<file path="src/rtl/icc_pkg.sv">
package icc_pkg;
  typedef enum logic [1:0] {
    OP_ADD   = 2'b00,
    OP_SUB   = 2'b01,
    OP_LOGIC = 2'b10,
    OP_RSVD  = 2'b11
  } op_class_e;

  typedef struct packed {
    logic n;
    logic z;
    logic v;
    logic c;
  } icc_t;

  localparam int unsigned FLAG_W = 4;
endpackage

</file>
<file path="src/rtl/icc_nz.sv">
module icc_nz #(
  parameter int unsigned DW = 32
) (
  input  logic [DW-1:0] res_i,
  output logic          n_o,
  output logic          z_o
);
  assign n_o = res_i[DW-1];
  assign z_o = ~|res_i;
endmodule

</file>
<file path="src/rtl/icc_cv.sv">
module icc_cv
  import icc_pkg::*;
(
  input  op_class_e op_i,
  input  logic      a_msb_i,
  input  logic      b_msb_i,
  input  logic      r_msb_i,
  output logic      v_o,
  output logic      c_o
);
  always_comb begin
    v_o = 1'b0;
    c_o = 1'b0;
    unique case (op_i)
      OP_ADD: begin
        v_o = (a_msb_i & b_msb_i & ~r_msb_i) | (~a_msb_i & ~b_msb_i & r_msb_i);
        c_o = (a_msb_i & b_msb_i) | ((a_msb_i | b_msb_i) & ~r_msb_i);
      end
      OP_SUB: begin
        v_o = (a_msb_i & ~b_msb_i & ~r_msb_i) | (~a_msb_i & b_msb_i & r_msb_i);
        // borrow out of the top bit
        c_o = (~a_msb_i & b_msb_i) | ((~a_msb_i | b_msb_i) & r_msb_i);
      end
      default: begin
        v_o = 1'b0;
        c_o = 1'b0;
      end
    endcase
  end
endmodule

</file>
<file path="src/rtl/icc_merge.sv">
module icc_merge
  import icc_pkg::*;
#(
  parameter int unsigned SW       = 32,
  parameter int unsigned FLAG_LSB = 20
) (
  input  logic          en_i,
  input  icc_t          flags_i,
  input  logic [SW-1:0] psr_i,
  output logic [SW-1:0] psr_o
);
  localparam int unsigned FLAG_MSB = FLAG_LSB + FLAG_W - 1;

  always_comb begin
    psr_o = psr_i;
    if (en_i) psr_o[FLAG_MSB:FLAG_LSB] = flags_i;
  end
endmodule

</file>
<file path="src/rtl/icc_gen.sv">
module icc_gen
  import icc_pkg::*;
#(
  parameter int unsigned DW       = 32,
  parameter int unsigned SW       = 32,
  parameter int unsigned FLAG_LSB = 20
) (
  input  logic          clk_i,
  input  logic          rst_ni,
  input  logic          upd_en_i,
  input  logic [1:0]    op_class_i,
  input  logic [DW-1:0] opa_i,
  input  logic [DW-1:0] opb_i,
  input  logic [DW-1:0] res_i,
  input  logic [SW-1:0] psr_i,
  output logic [SW-1:0] psr_o
);
  op_class_e     op;
  icc_t          flags;
  logic [SW-1:0] psr_nxt;
  logic [SW-1:0] psr_q;

  assign op = op_class_e'(op_class_i);

  icc_nz #(.DW(DW)) i_nz (
    .res_i (res_i),
    .n_o   (flags.n),
    .z_o   (flags.z)
  );

  icc_cv i_cv (
    .op_i    (op),
    .a_msb_i (opa_i[DW-1]),
    .b_msb_i (opb_i[DW-1]),
    .r_msb_i (res_i[DW-1]),
    .v_o     (flags.v),
    .c_o     (flags.c)
  );

  icc_merge #(.SW(SW), .FLAG_LSB(FLAG_LSB)) i_merge (
    .en_i    (upd_en_i),
    .flags_i (flags),
    .psr_i   (psr_i),
    .psr_o   (psr_nxt)
  );

  always_ff @(posedge clk_i or negedge rst_ni) begin
    if (!rst_ni) psr_q <= '0;
    else         psr_q <= psr_nxt;
  end

  assign psr_o = psr_q;
endmodule

</file>
<file path="config.mk">
export PLATFORM = sky130hd
export DESIGN_NAME = icc_gen
export DESIGN_NICKNAME = d
export VERILOG_FILES = /design/src/rtl/icc_pkg.sv /design/src/rtl/icc_nz.sv /design/src/rtl/icc_cv.sv /design/src/rtl/icc_merge.sv /design/src/rtl/icc_gen.sv
export SDC_FILE = /design/constraint.sdc
export NUM_CORES = 1
export LEC_CHECK = 0
export ABC_CLOCK_PERIOD_IN_PS = 800
export BUFFER_PORTS_ARGS = -buffer_cell sky130_fd_sc_hd__buf_2
export CAP_MARGIN = 15
export CORE_AREA = 2 2 64 66
export CTS_BUF_LIST = sky130_fd_sc_hd__clkbuf_8
export DETAILED_ROUTE_END_ITERATION = 8
export DIE_AREA = 0 0 66 68
export HOLD_SLACK_MARGIN = 0.15
export PLACE_DENSITY_LB_ADDON = 0.2
export SETUP_SLACK_MARGIN = 0.2
export SYNTH_ARGS = -nofsm -noshare
export SYNTH_HDL_FRONTEND = slang
export SYNTH_SLANG_ARGS = --single-unit
</file>
<file path="constraint.sdc">
create_clock -name clk_i -period 0.8 [get_ports clk_i]
set_input_delay 0.12 -clock clk_i [delete_from_list [all_inputs] [get_ports clk_i]]
set_output_delay 0.12 -clock clk_i [all_outputs]
set_load 0.05 [all_outputs]
</file>
# --- Word-level counts from Yosys, hierarchy flattened ---
# Cells that the tools add are included.
word_totals:
  output_inout_bits: 32
  input_bits: 133
  reg_bits: 32
  elab_cells: 27
op_classes:
  muxes: 3
  eq_ne: 1
  n_reduce_logical: 3
  n_bitwise: 19
op_table:
  columns: ["operator", "count"]
  rows:
  - ["32-bit OR reduction", 1]
  - ["1-bit AND", 10]
  - ["1-bit bitwise OR", 6]
  - ["4-bit 2-to-1 mux", 1]
  - ["1-bit case mux with 2 select lines", 2]
  - ["1-bit inverter", 3]
  - ["2-bit by 1-bit equality test with 1-bit output (second input constant)", 1]
  - ["2-bit logical NOT", 1]
  - ["1-bit logical NOT", 1]

# --- Depth between registers and ports, before layout ---
# Gate-level depths: netlist of run 1.
logic_depth:
  word_depth: 6
  ltp_mapped: 3
  depth_no_buf: 3

# --- By module ---
# A second synthesis of run 1 with hierarchy kept.
unflattened:
  cells_unflattened: 86
  hier_area_um2: 1216.2
modules_own_cells:
  columns: ["module", "instances", "cells_per_inst", "seq_area_each_um2", "area_each_um2"]
  rows:
  - ["icc_gen", 1, 32, 800.8, 800.8]
  - ["icc_merge", 1, 32, 0.0, 255.2]
  - ["icc_cv", 1, 10, 0.0, 80.1]
  - ["icc_nz", 1, 12, 0.0, 80.1]

# --- Least setup slack after synthesis of run 1 ---
# No wires, ideal clock.
synth_timing:
  kind: "input -> register"
  start: "input port res_i[14]"
  end: "register psr_q[22], in the netlist psr_o[22]"
  setup_time_ns: 0.092
  path_buffers: 0
  setup_slack_ns: -0.002
  t_arrival_ns: 0.710
  path_stages: 2
  cell_sequence: "or3_1 > o31ai_2"
synth_via:
  elab_chain_cells: 3
synth_rtl:
  columns: ["item", "line", "text"]
  rows:
  - ["start: declaration", "icc_gen.sv:14", "input logic [DW-1:0] res_i,"]
  - ["32-bit OR reduction", "icc_nz.sv:9", "assign z_o = ~|res_i;"]
  - ["1-bit logical NOT", "icc_nz.sv:9", null]
  - ["4-bit 2-to-1 mux", "icc_merge.sv:16", "if (en_i) psr_o[FLAG_MSB:FLAG_LSB] = flags_i;"]
  - ["net i_merge.psr_o[22]", "icc_merge.sv:10", "output logic [SW-1:0] psr_o"]
  - ["end signal: assignment", "icc_gen.sv:49", "else psr_q <= psr_nxt;"]
  - ["end: declaration", "icc_gen.sv:21", "logic [SW-1:0] psr_q;"]
# The timed path passes the listed nets, and every way through them passes these cells.

# --- Worst setup path after layout of run 1 ---
layout_timing:
  start: "register psr_q[23], in the netlist psr_o[23]"
  end: "output port psr_o[23]"
layout_lines:
  columns: ["item", "line", "text"]
  rows:
  - ["end: declaration", "icc_gen.sv:16", "output logic [SW-1:0] psr_o"]
# No word-level cell between the ends.

==> metrics.md, run 1 <==
| Metric | Value |
|---|---|
| Worst Path Max Fanout | 1 |
| Via count | 1052 |
| Tightest Pin Transition | 285 ps |
| Leakage | 1.17 nW |
| Crit path max-delay family | flip-flops |
| Total track usage | 13.7% |
| Placed Cells | 214 |
| Htree depth | 2 |
| Syn_area_per_cell | 16.9 µm² |
| Clock Tree Buf Depth | 2 |
| Die area | 4490 µm² |
| Drt via density | 4.24 |
| Area delta synth->final | 139% |
| Mapped Cells | 60 |
| Fillers | 286 |
| Drt wl/cell | 13.7 µm |
| Switching share of power | 26.6% |
| Row cnt | 23 |
| Slew Limit Fails | 0 |
| CP Launch Type | flop |
| Buf/Inv on CP | 1 |
| I/O pins | 165 |
| Netlist cell types | 21 |
| Buffers on Ports | 102 |
| CP Data Required Time | 680 ps |
| Psw | 1.08 mW |
| Setup crit end kind | output pin |
| # DRC | 0 |
| Final #Nets | 331 |
| Combinational share of power | 25.1% |
| Largest register FFs | 32 |
| Vias in the first global route | 1015 |
| Grt total ovfl | 0 |
| Die height | 68 µm |
| Hold Violations, Final | 33 |
| Initial drt markers | 23 |
| Drt total wl | 3.40 mm |
| Status | finished with violations |
| Seq/Total Area, Yosys | 79.0% |
| Worst hold margin | -272 ps |
| Clock Sinks | 32 |
| PD cells | 1670 nW/µm² |
| Pint | 2.97 mW |
| Sequential power share | 43.6% |
| Fin crit share | 118% |
| RSZ-0062 raised after global routing | yes |
| Post-route minimum period | 947 ps |
| Antenna cells | 0 |
| Clock transition at path regs | 60 ps |
| Min-Delay Path Class | input pin to async pin |
| Post-route worst setup slack | -147 ps |
| Chip Width | 66 µm |
| Clock network power share | 31.3% |
| Commonest non-fill, non-tap cells in the layout | buf_2, buf_6, dfrtp_2, dlygate4sd3_1 |
| Cell Area, Placed | 1700 µm² |
| First-pass DRT Iterations | 3 |
| Core Area | 3860 µm² |
| Non-Filler Instances | 248 |
| Relative slew slack | 81.0% |
| Worst EP arrival | 830 ps |
| Initial core utilization | 26.3% |
| CTS tree | built |
| Worst VDD drop | 0.000709 V |
| Synthesized area | 1010 µm² |
| Failing checks | negative hold slack, negative setup slack |
| Cells along the critical path | buf_6 |
| Final count of negative-setup-slack endpoints | 32 |
| Critical path class | flop to output pin |
| Clock root cell | clkbuf_8 |
| Worst path max stage delay | 410 ps |
| Placer Congestion | 0.715 |
| Net count after synthesis | 193 |
| Antenna violations before repair | 0 |
| Post-DP HPWL | 2.39 mm |
| Routed Antenna Nets | 0 |
| Design area | 2420 µm² |
| Seq cells post-synth | 32 |
| Largest net degree at the start of global routing | 23 |
| First-pass GRT wire length | 4.37 mm |
| Max frequency | 1060 MHz |
| Commonest non-fill, non-tap cell in the layout | buf_2 |
| Slowest cell on crit path | dfrtp_2 |
| MaxCap Viol Count | 0 |
| YS warnings | 0 |
| Post-CTS Setup Repair Bufs | 0 |
| Share of cells above drive strength 1 | 79.8% |
| Total CTS buffers | 5 |
power by group through the flow:
stage,Clock [mW],Combinational [mW],Sequential (mW)
after floorplan,0,0.0609,2.09
after global placement,0,0.715,1.77
after detailed placement,0,0.724,1.77
after CTS,1.33,0.899,1.76
after global routing,1.41,1.07,1.77
final,1.27,1.02,1.76
metrics by stage:
stage          setup WS [ps]  util [%]  power (mW)  setup TNS [ps]
2_1_floorplan           1.10         -        2.15               0
3_3_place_gp            -179      44.0        2.48            -343
3_5_place_dp            -243      44.0        2.49            -411
4_1_cts                 -161      55.9        3.99           -4640
5_1_grt                 -179      62.8        4.25           -5300
6_report                -147      62.8        4.05           -4260
Yosys cell counts, drive strengths merged:
cell | count | share of area, %
inv | 2 | 0.74
o31ai | 1 | 1.2
nand2b | 1 | 0.62
xor2 | 1 | 0.86
and2b | 3 | 2.5
nor4b | 1 | 1.5
or2b | 1 | 0.74
o32ai | 1 | 0.86
nor3 | 1 | 0.49
nor4 | 6 | 4.3
and2 | 1 | 0.62
dfrtp | 32 | 79
mux2i | 2 | 2.0
nand4 | 2 | 1.2
nor2b | 1 | 0.62
nor2 | 1 | 0.37
mux2 | 1 | 1.1
or3 | 1 | 0.62
o22ai | 1 | 0.62
path summary, 6_finish.rpt:
check                      slack (ps)  startpoint         to  cells past startpoint
max                              -150   psr_o[23]  psr_o[23]                      1
min                              -270      rst_ni  psr_o[22]                      1
max in group asynchronous         660      rst_ni  psr_o[25]                      2
min in group clk_i                -40   psr_i[12]  psr_o[12]                      1
cells by family after synthesis:
| group | after synthesis | synth area share [%] |
|---|---|---|
| AND/OR/NAND/NOR | 19 | 13.6 |
| XOR/XNOR | 1 | 0.864 |
| multiplexers | 3 | 3.09 |
| buffers and inverters | 2 | 0.741 |
| flip-flops | 32 | 79.0 |
| AO/OA/AOI/OAI | 3 | 2.72 |
layout make-up:
cell class	instances	area, µm²	share of cell area, %
multi-input cells	26	314	13.0
flip-flops and latches	32	840	34.7
well taps	50	62.6	2.58
repair buffers	131	1100	45.5
inverters	2	7.51	0.310
clock buffers	7	96.3	3.98
layer usage:
layer  global-route usage [%]  share of wire [%]  up-vias
li1                         -                  -      482
met1                     13.7                 37      479
met2                     24.0                 50       89
met3                     7.40                 13        2
met4                     5.36               0.53        0
met5                        0                  0        -
repair_timing:
item                                   4_1_cts  5_1_grt
hold buffers                                12       15
endpoints found under the hold margin       64       57
gates resized for setup                     71       27
pin swaps                                    6       11
setup endpoints to repair                   34       42
(Power assumes the default switching activity.)
==> run 2, diff against run 1 <==
--- a/config.mk
+++ b/config.mk
@@ -10,11 +10,13 @@
 export CAP_MARGIN = 15
 export CORE_AREA = 2 2 64 66
 export CTS_BUF_LIST = sky130_fd_sc_hd__clkbuf_8
+export CTS_CLUSTER_SIZE = 25
 export DETAILED_ROUTE_END_ITERATION = 8
 export DIE_AREA = 0 0 66 68
 export HOLD_SLACK_MARGIN = 0.15
 export PLACE_DENSITY_LB_ADDON = 0.2
 export SETUP_SLACK_MARGIN = 0.2
+export SKIP_CTS_REPAIR_TIMING = 1
 export SYNTH_ARGS = -nofsm -noshare
 export SYNTH_HDL_FRONTEND = slang
 export SYNTH_SLANG_ARGS = --single-unit
==> run 2 against run 1 <==
Compared with the run above:
- largest cell class unchanged
- the run still ends with negative hold slack, negative setup slack left
- critical endpoint unchanged
- global-route usage shrank 1.4 points
- setup slack lost 2.6 ps
- clock-buffer cell count is the same
==> metrics.md, run 2 (synthesis results as in run 1) <==
| Metric | Value |
|---|---|
| Cell Area, Placed | 1700 µm² (unchanged) |
| First-pass GRT wire length | 3.95 mm (-9.6%) |
| Routed Antenna Nets | 0 (unchanged) |
| Worst Path Max Fanout | 1 (unchanged) |
| Design area | 2350 µm² (-2.9%) |
| Non-Filler Instances | 245 (-1.2%) |
| Pint | 2.94 mW (-0.95%) |
| Setup crit end kind | output pin |
| Combinational share of power | 24.7% (-0.4 points) |
| Crit path depth | 1 (unchanged) |
| Buf/Inv on CP | 1 (unchanged) |
| Slew Limit Fails | 0 (unchanged) |
| Post-route minimum period | 949 ps (+2.59 ps) |
| Worst hold margin | -274 ps (-1.78 ps) |
| First-pass DRT Iterations | 3 (unchanged) |
| Status | finished with violations |
| Initial drt markers | 23 (unchanged) |
| Clock root cell | clkbuf_8 |
| Slowest cell on crit path | dfrtp_2 |
| I/O pins | 165 (unchanged) |
| Clock Sinks | 32 (unchanged) |
| CP Launch Type | flop |
| Post-route worst setup slack | -149 ps (-2.59 ps) |
| Vias in the first global route | 937 (-7.7%) |
| Area delta synth->final | 132% |
| RSZ-0062 raised after global routing | yes |
| # DRC | 0 (unchanged) |
| GRT Max-Usage Layer | met2 |
| Fin crit share | 119% (+0.32 points) |
| CP Data Required Time | 680 ps (about the same) |
| Commonest non-fill, non-tap cells in the layout | buf_2, buf_6, dfrtp_2, dlygate4sd3_1, clkbuf_8 |
| Max frequency | 1050 MHz (-0.27%) |
| Share of cells above drive strength 1 | 80.5% (+0.71 points) |
| Worst path max stage delay | 410 ps (about the same) |
| DP Worst Slack | -243 ps (unchanged) |
| Drt total wl | 3.35 mm (-1.3%) |
| Final #Nets | 328 (-0.91%) |
| Commonest non-fill, non-tap cell in the layout | buf_2 |
| Hold Violations, Final | 36 (+9.1%) |
| Crit path max-delay family | flip-flops |
| Critical path class | flop to output pin |
| Clock network power share | 31.4% (about the same) |
| Total track usage | 12.3% (-1.4 points) |
| Worst EP arrival | 830 ps (about the same) |
| Clock transition at path regs | 60 ps (about the same) |
| Core Area | 3860 µm² (unchanged) |
| Buffers on Ports | 102 (unchanged) |
| Met1 Use GR | 12.3% (-1.3 points) |
| Multi-input gate area | 314 µm² (unchanged) |
| Cells along the critical path | buf_6 |
| Die area | 4490 µm² (unchanged) |
| Htree depth | 2 (unchanged) |
| Grt total ovfl | 0 (unchanged) |
| Switching share of power | 26.6% (-0.041 points) |
| Psw | 1.07 mW (-1.2%) |
| Post-DP HPWL | 2.39 mm (unchanged) |
| Largest register FFs | 32 (unchanged) |
| Row cnt | 23 (unchanged) |
| Tightest Pin Transition | 289 ps (+3.11 ps) |
| Largest net degree at the start of global routing | 23 (unchanged) |
| Total CTS buffers | 5 (unchanged) |
| Chip Width | 66 µm (unchanged) |
| PD cells | 1700 nW/µm² (+1.9%) |
| MaxCap Viol Count | 0 (unchanged) |
| Util after Layout | 61.0% (-1.8 points) |
| Placer Congestion | 0.715 (unchanged) |
| Leakage | 1.09 nW (-7.1%) |
| Drt wl/cell | 13.7 µm (about the same) |
| Sequential power share | 44.0% (+0.4 points) |
| Antenna cells | 0 (unchanged) |
| Placed Cells | 214 (unchanged) |
| Fillers | 297 (+3.8%) |
| Setup tns final | -4180 ps (+79.3 ps) |
| Die height | 68 µm (unchanged) |
| Clock Tree Buf Depth | 2 (unchanged) |
| Met3 usage | 7.24% (-0.16 points) |
| Relative slew slack | 80.7% (-0.31 points) |
| Worst VDD drop | 0.000672 V (-5.2%) |
| CTS tree | built |
| Met2 usage | 20.8% (-3.2 points) |
| Antenna violations before repair | 0 (unchanged) |
| Min-Delay Path Class | input pin to async pin |
| Initial core utilization | 26.3% (unchanged) |
| Drt via density | 4.29 (+1.2%) |
| Final count of negative-setup-slack endpoints | 32 (unchanged) |
| Via count | 1052 (unchanged) |
| Reg area | 840 µm² (unchanged) |
| Failing checks | negative hold slack, negative setup slack |
## run 2: cell types whose count changed in the layout (fill, tap and decap cells not counted), sizes merged
| cell | delta |
|---|---|
| dlymetal6s4s | -7 |
| dlygate4sd3 | +4 |
## run 2: layer usage
layer	share of wire [%]	vias to the layer above	routed length, µm
met4	2.7	0	92
li1	-	475	-
met3	14	8	468
met1	33	476	1090
met2	51	93	1700
met5	0	-	0
## run 2: metrics by stage
step | total power [mW] | hold slack (ps)
2_1_floorplan | 2.15 | -176
3_3_place_gp | 2.48 | 9.52
3_5_place_dp | 2.49 | 14.4
4_1_cts | 3.79 | -283
5_1_grt | 4.22 | -268
6_report | 4.01 | -274
## run 2: power by group through the flow
stage                     Sequential (mW)  Combinational (mW)  Clock [mW]
after floorplan                      2.09              0.0609           0
after detailed placement             1.77               0.724           0
final                                1.76               0.989        1.26
after CTS                            1.74               0.724        1.33
after global routing                 1.77                1.05        1.41
after global placement               1.77               0.715           0
## run 2: layout make-up
| cell class | count | area share (%) |
|---|---|---|
| Clock buffer | 7 | 4.10 |
| Inverter | 2 | 0.319 |
| Multi-Input combinational cell | 26 | 13.4 |
| Sequential cell | 32 | 35.7 |
| Tap cell | 50 | 2.66 |
| Timing Repair Buffer | 128 | 43.9 |
## run 2: worst max path at each step
stage               startpoint        end  slack [ps]
floorplan             res_i[4]  psr_o[22]           1
global placement      res_i[4]  psr_o[22]        -180
detailed placement    res_i[1]  psr_o[22]        -240
CTS                  psr_o[15]  psr_o[15]        -210
global route         psr_o[24]  psr_o[24]        -180
finish               psr_o[23]  psr_o[23]        -150
